$ cat src/rtl/hdlc_rx_pkg.sv
package hdlc_rx_pkg;

    typedef enum logic [1:0] {
        ST_HUNT = 2'd0,
        ST_OPEN = 2'd1,
        ST_SKIP = 2'd2
    } rx_state_e;

    typedef enum logic [1:0] {
        IRQ_OFF     = 2'd0,
        IRQ_FIRST   = 2'd1,
        IRQ_EVERY   = 2'd2,
        IRQ_SPECIAL = 2'd3
    } irq_mode_e;

    // status word field positions
    localparam int SW_CRC     = 0;
    localparam int SW_ABORT   = 1;
    localparam int SW_SHORT   = 2;
    localparam int SW_RES_LSB = 3;

endpackage

$ cat src/rtl/hdlc_rx_deframe.sv
// Flag/abort detection, zero deletion and a short bit delay that keeps
// the leading part of a closing flag out of the data stream.
module hdlc_rx_deframe #(
    parameter int FLAG_ONES = 6
) (
    input  logic clk,
    input  logic rst_n,
    input  logic bit_en,
    input  logic bit_in,
    output logic flag_o,
    output logic abort_o,
    output logic dvalid_o,
    output logic dbit_o
);
    localparam int DLY    = FLAG_ONES;
    localparam int ONES_W = $clog2(FLAG_ONES + 2);
    localparam int FILL_W = $clog2(DLY + 1);
    localparam logic [ONES_W-1:0] ONES_MAX = ONES_W'(FLAG_ONES + 1);

    typedef struct packed {
        logic [ONES_W-1:0] ones;
        logic [DLY-1:0]    dly;
        logic [FILL_W-1:0] fill;
    } df_t;

    df_t q, d;

    always_comb begin
        d        = q;
        flag_o   = 1'b0;
        abort_o  = 1'b0;
        dvalid_o = 1'b0;
        dbit_o   = q.dly[0];
        if (bit_en) begin
            if (bit_in)
                d.ones = (q.ones == ONES_MAX) ? q.ones : q.ones + 1'b1;
            else
                d.ones = '0;
            flag_o  = !bit_in && (q.ones == ONES_W'(FLAG_ONES));
            abort_o =  bit_in && (q.ones == ONES_W'(FLAG_ONES));
            if (flag_o || abort_o) begin
                d.fill = '0;
            end else if (q.ones < ONES_W'(FLAG_ONES - 1)) begin
                if (q.fill == FILL_W'(DLY)) begin
                    dvalid_o = 1'b1;
                    dbit_o   = q.dly[0];
                    d.dly    = {bit_in, q.dly[DLY-1:1]};
                end else begin
                    d.dly[q.fill] = bit_in;
                    d.fill        = q.fill + 1'b1;
                end
            end
        end
    end

    always_ff @(posedge clk) begin
        if (!rst_n) q <= '0;
        else        q <= d;
    end

    // a flag empties the delay line so flag bits never become data
    p_flush_on_flag_r3: assert property (@(posedge clk) disable iff (!rst_n)
        flag_o |=> (q.fill == '0));

    // during a run of ones past the flag length nothing is emitted
    p_abort_no_data_r6: assert property (@(posedge clk) disable iff (!rst_n)
        (abort_o && bit_en) |=> !(dvalid_o && bit_en && bit_in));

endmodule

$ cat src/rtl/hdlc_rx_crc.sv
// One bit-serial CRC step, shift-left form.
module hdlc_rx_crc #(
    parameter int              W    = 16,
    parameter logic [W-1:0]    POLY = 16'h1021
) (
    input  logic [W-1:0] crc_i,
    input  logic         din,
    output logic [W-1:0] crc_o
);
    logic fb;
    assign fb    = crc_i[W-1] ^ din;
    assign crc_o = {crc_i[W-2:0], 1'b0} ^ (fb ? POLY : '0);
endmodule

$ cat src/rtl/hdlc_rx_addr.sv
module hdlc_rx_addr #(
    parameter int               BYTE_W = 8,
    parameter logic [BYTE_W-1:0] BCAST = 8'hFF
) (
    input  logic [BYTE_W-1:0] byte_i,
    input  logic [BYTE_W-1:0] addr_i,
    input  logic              nibble_i,
    output logic              hit_o
);
    localparam int HI = BYTE_W / 2;
    always_comb begin
        hit_o = (byte_i == addr_i) || (byte_i == BCAST) ||
                (nibble_i && (byte_i[BYTE_W-1:HI] == addr_i[BYTE_W-1:HI]));
    end
endmodule

$ cat src/rtl/hdlc_rx.sv
module hdlc_rx
    import hdlc_rx_pkg::*;
#(
    parameter int                 BYTE_W      = 8,
    parameter int                 CRC_W       = 16,
    parameter logic [CRC_W-1:0]   CRC_POLY    = 16'h1021,
    parameter logic [CRC_W-1:0]   CRC_RESIDUE = 16'h1D0F,
    parameter logic [BYTE_W-1:0]  BCAST_ADDR  = 8'hFF,
    parameter int                 FLAG_ONES   = 6
) (
    input  logic                                     clk,
    input  logic                                     rst_n,
    input  logic                                     bit_en,
    input  logic                                     bit_in,
    input  logic [BYTE_W-1:0]                        station_addr,
    input  logic                                     nibble_match,
    input  logic                                     crc_preset_ones,
    input  logic [1:0]                               irq_mode,
    output logic                                     rx_valid,
    output logic [BYTE_W-1:0]                        rx_data,
    output logic                                     rx_last,
    output logic                                     sync_pulse,
    output logic                                     frame_status_valid,
    output logic [SW_RES_LSB+$clog2(BYTE_W)-1:0]     frame_status,
    output logic                                     irq_pulse
);
    localparam int BIT_W     = $clog2(BYTE_W);
    localparam int STAT_W    = SW_RES_LSB + BIT_W;
    localparam int FCS_BYTES = CRC_W / BYTE_W;
    localparam int HOLD      = FCS_BYTES + 1;
    localparam int CNT_W     = $clog2(HOLD + 1);

    typedef struct packed {
        rx_state_e                    st;
        logic [BIT_W-1:0]             bitcnt;
        logic [BYTE_W-1:0]            sh;
        logic [CNT_W-1:0]             nbytes;
        logic [HOLD-1:0][BYTE_W-1:0]  hold;
        logic [CRC_W-1:0]             crc;
        logic                         first_done;
        logic                         ov;
        logic [BYTE_W-1:0]            od;
        logic                         ol;
        logic                         sy;
        logic                         sv;
        logic [STAT_W-1:0]            sw;
        logic                         irq;
    } rx_t;

    rx_t q, d;

    logic flag, abort, dvalid, dbit;
    logic [CRC_W-1:0]  crc_step;
    logic [BYTE_W-1:0] new_byte;
    logic              addr_hit;

    hdlc_rx_deframe #(.FLAG_ONES(FLAG_ONES)) u_deframe (
        .clk(clk), .rst_n(rst_n), .bit_en(bit_en), .bit_in(bit_in),
        .flag_o(flag), .abort_o(abort), .dvalid_o(dvalid), .dbit_o(dbit)
    );

    hdlc_rx_crc #(.W(CRC_W), .POLY(CRC_POLY)) u_crc (
        .crc_i(q.crc), .din(dbit), .crc_o(crc_step)
    );

    assign new_byte = {dbit, q.sh[BYTE_W-1:1]};

    hdlc_rx_addr #(.BYTE_W(BYTE_W), .BCAST(BCAST_ADDR)) u_addr (
        .byte_i(new_byte), .addr_i(station_addr), .nibble_i(nibble_match),
        .hit_o(addr_hit)
    );

    logic has_content, do_emit, emit_last;

    always_comb begin
        d           = q;
        d.ov        = 1'b0;
        d.ol        = 1'b0;
        d.sy        = 1'b0;
        d.sv        = 1'b0;
        d.irq       = 1'b0;
        do_emit     = 1'b0;
        emit_last   = 1'b0;
        has_content = (q.nbytes != '0) || (q.bitcnt != '0);

        if (abort) begin
            if (q.st == ST_OPEN && has_content) begin
                d.sv                          = 1'b1;
                d.sw                          = '0;
                d.sw[SW_ABORT]                = 1'b1;
                d.sw[SW_RES_LSB +: BIT_W]     = q.bitcnt;
            end
            d.st = ST_HUNT;
        end else if (flag) begin
            if (q.st == ST_HUNT) begin
                d.sy = 1'b1;
            end else if (q.st == ST_OPEN && has_content) begin
                d.sv                      = 1'b1;
                d.sw                      = '0;
                d.sw[SW_RES_LSB +: BIT_W] = q.bitcnt;
                if (q.nbytes < CNT_W'(HOLD)) begin
                    d.sw[SW_SHORT] = 1'b1;
                end else begin
                    do_emit        = 1'b1;
                    emit_last      = 1'b1;
                    d.sw[SW_CRC]   = (q.crc != CRC_RESIDUE);
                end
            end
            d.st = ST_OPEN;
        end else if (dvalid && q.st == ST_OPEN) begin
            d.crc    = crc_step;
            d.sh     = new_byte;
            d.bitcnt = q.bitcnt + 1'b1;
            if (q.bitcnt == BIT_W'(BYTE_W - 1)) begin
                if (q.nbytes == '0 && !addr_hit) begin
                    d.st = ST_SKIP;
                end else if (q.nbytes == CNT_W'(HOLD)) begin
                    do_emit = 1'b1;
                    for (int i = 0; i < HOLD - 1; i++) d.hold[i] = q.hold[i+1];
                    d.hold[HOLD-1] = new_byte;
                end else begin
                    d.hold[q.nbytes] = new_byte;
                    d.nbytes         = q.nbytes + 1'b1;
                end
            end
        end

        // new frame context after any flag or abort
        if (abort || flag) begin
            d.bitcnt     = '0;
            d.nbytes     = '0;
            d.crc        = crc_preset_ones ? '1 : '0;
            d.first_done = 1'b0;
        end

        if (do_emit) begin
            d.ov = 1'b1;
            d.od = q.hold[0];
            d.ol = emit_last;
            if (irq_mode == IRQ_EVERY || (irq_mode == IRQ_FIRST && !q.first_done))
                d.irq = 1'b1;
            if (!emit_last) d.first_done = 1'b1;
        end
        if (d.sv && irq_mode == IRQ_SPECIAL) d.irq = 1'b1;
    end

    always_ff @(posedge clk) begin
        if (!rst_n) begin
            q     <= '0;
            q.st  <= ST_HUNT;
            q.crc <= '1;
        end else begin
            q <= d;
        end
    end

    assign rx_valid           = q.ov;
    assign rx_data            = q.od;
    assign rx_last            = q.ol;
    assign sync_pulse         = q.sy;
    assign frame_status_valid = q.sv;
    assign frame_status       = q.sw;
    assign irq_pulse          = q.irq;

    // the end marker only rides on a delivered byte
    p_last_with_valid_r7: assert property (@(posedge clk) disable iff (!rst_n)
        q.ol |-> q.ov);

    // sync only comes out of the hunt state
    p_sync_from_hunt_r2: assert property (@(posedge clk) disable iff (!rst_n)
        q.sy |-> ($past(q.st) == ST_HUNT && q.st == ST_OPEN));

    // an abort status leaves the receiver hunting
    p_abort_to_hunt_r6: assert property (@(posedge clk) disable iff (!rst_n)
        (q.sv && q.sw[SW_ABORT]) |-> (q.st == ST_HUNT));

    // a short frame never delivers a byte
    p_short_silent_r8: assert property (@(posedge clk) disable iff (!rst_n)
        (q.sv && q.sw[SW_SHORT]) |-> !q.ov);

    // interrupt source follows the selected mode
    p_irq_every_r9: assert property (@(posedge clk) disable iff (!rst_n)
        (q.irq && $past(irq_mode) == IRQ_EVERY) |-> q.ov);
    p_irq_special_r9: assert property (@(posedge clk) disable iff (!rst_n)
        ($past(irq_mode) == IRQ_SPECIAL) |-> (q.irq == q.sv));
    p_irq_off_r9: assert property (@(posedge clk) disable iff (!rst_n)
        ($past(irq_mode) == IRQ_OFF) |-> !q.irq);

endmodule

$ cat config.mk
export PLATFORM = sky130hd
export DESIGN_NAME = hdlc_rx
export DESIGN_NICKNAME = d
export VERILOG_FILES = /design/src/rtl/hdlc_rx_pkg.sv /design/src/rtl/hdlc_rx_deframe.sv /design/src/rtl/hdlc_rx_crc.sv /design/src/rtl/hdlc_rx_addr.sv /design/src/rtl/hdlc_rx.sv
export SDC_FILE = /design/constraint.sdc
export NUM_CORES = 1
export LEC_CHECK = 0
export ABC_CLOCK_PERIOD_IN_PS = 3000
export BUFFER_PORTS_ARGS = -buffer_cell sky130_fd_sc_hd__buf_2
export CELL_PAD_IN_SITES_DETAIL_PLACEMENT = 0
export CELL_PAD_IN_SITES_GLOBAL_PLACEMENT = 1
export CORE_UTILIZATION = 45
export CTS_CLUSTER_DIAMETER = 60
export DETAILED_ROUTE_END_ITERATION = 16
export PLACE_DENSITY = 0.8
export RECOVER_POWER = 50
export SLEW_MARGIN = 20
export SYNTH_ARGS = -nofsm -noshare
export SYNTH_HDL_FRONTEND = slang
export SYNTH_SLANG_ARGS = --single-unit
$ cat constraint.sdc
create_clock -name clk -period 3 [get_ports clk]
set_clock_uncertainty 0.2 [all_clocks]
set_input_delay 0.15 -clock clk [delete_from_list [all_inputs] [get_ports clk]]
set_output_delay 0.15 -clock clk [all_outputs]
set_load 0.01 [all_outputs]
==> flow_metrics.tcl <==
set metrics [dict create \
    clk_latency_ns 0.36 \
    ys_types 49 \
    r2r-end "q[44]" \
    rows 34 \
    grt_pass1_vias 3084 \
    powerDensity_mw_per_mm2 476 \
    cts_buffers 9 \
    globalplace.congestion 0.757 \
    hold_viol_final 0 \
    drtIter0Drc 132 \
    cp-end-kind "flip-flop" \
    antenna_left 0 \
    core_sq_mm 0.00876 \
    max_slew_margin 0.430 \
    drt_first_pass_iters 5 \
    fp.dieW_um 97.3 \
    htree_levels 3 \
    port_buffers 34 \
    regToRegSetupSlack_ns 0.30 \
    ys_seq_area_frac 0.422 \
    r2r_cells 7 \
    grt_pass1_wl_um 15100 \
    wl_met2_um 4140 \
    syn_nets 494 \
    synthArstFlopShare 0 \
    drc_errors 0 \
    start_util 0.466 \
    grt_max_degree 41 \
    ys.flop_type "dfxtp_1" \
    synth_top_area_share 0.422 \
    rsz0062_at_grt "no" \
    cp_max_fo 40 \
    cts_root_buffer "clkbuf_8" \
    layout-drive-gt1-share 0.124 \
    clk_pin_slew_worst_paths_ns 0.09 \
    dp.cells 570 \
    status "completed" \
    hold_depth 4 \
    postSynthCellCount 465 \
    hold_path.class "in -> reg" \
    slew_viol_final 0 \
    antenna_cells 0 \
    post_cts_resized 0 \
    fmax_ghz 0.371 \
    synth_edf_count 0 \
    vdd_ir_drop_max_mv 0.281 \
    setup_tns_ns 0 \
    cpPeakStageDelay_ns 0.41 \
    viasPerCell 5.48 \
    p_leak_nw 1.80 \
    areaGrowthSynthToFinish_pct 8.21 \
    dr_total_vias 3234 \
    cap_violations 0 \
    synth_area_sq_mm 0.00408 \
    yosys.area.top_type "dfxtp_1" \
    syn_avg_cell_area_sq_um 8.78 \
    grt-ovfl-total 0 \
    cts.sinks 86 \
    antenna_found_initial 0 \
    worstSetupPathType "reg -> reg" \
    wl_um 8650 \
    ys_ff_latch 86 \
    grt.total_usage 0.197 \
    startpoint_type "flip-flop" \
    dieArea_sq_mm 0.00946 \
    holdCritStartpoint "crc_preset_ones" \
    min_period_over_period 0.899 \
    highest_layer "met4" \
    clock_path_buffers 2 \
    critPathRequiredTime_ns 3.06 \
    hold_end "q[29]" \
    dp_hpwl_um 5780 \
    die_y_um 97.3 \
    cts_setup_buffers 0 \
    setup_viol 0 \
    tightest_slew_ns 0.855 \
    crit_path_start "u_deframe.q[9]" \
    fin_crit_ns 2.70 \
    cpMaxStageDelayCell "dfxtp_1" \
    tritoncts "yes" \
    worstPathCellList "inv_1, ha_1, o31ai_1, and3_1, buf_4, nand3_2, o221a_2" \
    post_drt_wl_per_cell_um 14.7 \
    wl_met1_um 4130 \
    totalPowerFinal_w 0.00210 \
    synth_area_leaders "dfxtp_1 (42%), nand2_1 (6.8%), mux2i_1 (4.7%), o221a_2 (4.4%), a21oi_1 (4.0%)" \
    r2r_start "u_deframe.q[9]" \
    fillers 851 \
    final_cells 590 \
    worst_ep_arrival_time_ns 2.76 \
    final_nets 506 \
    top_level_ports 35 \
    met3WireLength_um 292 \
    yosysWarningCount 0 \
]
==> flip-flops by register name, summed over array words and instances (netlist names) <==
name,cells
q,48
rx_data,8
irq_pulse,1
rx_valid,1
frame_status,6
rx_last,1
sync_pulse,1
u_deframe.q,12
frame_status_valid,1
new_byte,7
==> timing repair <==
action / in CTS / in global routing
hold buffers: 4 / 0
endpoints found under the hold margin: 4 / 0
setup endpoints to repair: 0 / 0
==> metal layers <==
metal	track usage	up-vias
met5	0	-
met4	0.0713	0
met3	0.0417	10
met2	0.316	56
met1	0.260	1519
li1	-	1649
==> cell usage in the layout, fill, tap and decap left out, types with 4 or more instances in the layout <==
master          n
dfxtp_1        86
nand2_1        74
nor2_1         35
a21oi_1        33
clkbuf_1       21
mux2i_1        19
inv_1          17
o221a_2        16
o211ai_1       16
buf_2          15
ha_1           13
nand3_1        11
and3_1         10
nor3b_1         9
clkbuf_8        9
xnor2_1         8
a211o_1         8
xor2_1          6
buf_4           6
nand4_1         5
o21ai_0         5
nor3_1          5
a211oi_1        4
and2_1          4
dlygate4sd3_1   4
==> layout make-up <==
class / instances / area (sq um) / area share
inverter: 18 / 67.6 / 0.0153
tap: 108 / 135 / 0.0306
timing repair buffer: 46 / 239 / 0.0541
multi-input combinational: 316 / 2050 / 0.464
sequential: 86 / 1720 / 0.390
clock buffer: 9 / 124 / 0.0280
clock inverter: 7 / 81.3 / 0.0184
==> synth_stat cells (8+ instances only) <==
library cell	instances
o211ai_1	16
a211o_1	8
o221a_2	16
clkbuf_1	17
nor2_1	35
nor3b_1	9
xnor2_1	8
and3_1	10
a21oi_1	33
nand3_1	11
inv_1	17
dfxtp_1	86
nand2_1	74
mux2i_1	19
buf_4	15
ha_1	13
==> worst max-delay path by stage <==
| stage | slack, ns | endpoint |
|---|---|---|
| 3_3_place_gp | 0.40 | q[44] |
| 2_1_floorplan | 0.75 | rx_data[0] |
| 5_1_grt | 0.13 | q[44] |
| 3_5_place_dp | 0.33 | q[44] |
| 4_1_cts | 0.31 | q[44] |
| 6_report | 0.30 | q[44] |
==> worst max-delay path: cells and delay by family (launching register included) <==
kind	cells	cell delay [ns]
AND/OR/NAND/NOR	2	0.59
AO/OA/AOI/OAI	2	0.71
flip-flops	1	0.41
buffers and inverters	2	0.44
adder cells (fa/ha/maj)	1	0.24
==> report_power, final <==
part | total, W | switching [W] | internal, W | leakage (nW)
registers | 0.00116 | 0.0000106 | 0.00115 | 0.694
clock network | 0.000841 | 0.000446 | 0.000395 | 0.100
logic | 0.000102 | 0.0000622 | 0.0000403 | 1.01
==> cell families after synthesis <==
logic type      Yosys count  synth area share
xor+xnor                 14            0.0300
buf+inv                  63            0.0763
fa+ha+maj                13            0.0398
simple gates            171             0.208
flops                    86             0.422
mux                      19            0.0466
compound gates           99             0.177
==> through the flow <==
step / utilization / instance area, sq um / hold slack, ns / worst slack [ns]
after floorplan: - / 4080 / 0.0977 / 0.752
after global placement: 0.480 / 4200 / 0.231 / 0.397
after detailed placement: 0.480 / 4200 / 0.231 / 0.327
after CTS: 0.508 / 4450 / 0.0268 / 0.310
after global routing: 0.504 / 4420 / 0.0268 / 0.126
final: 0.504 / 4420 / 0.0372 / 0.302
Power figures use the tool's default switching activity.
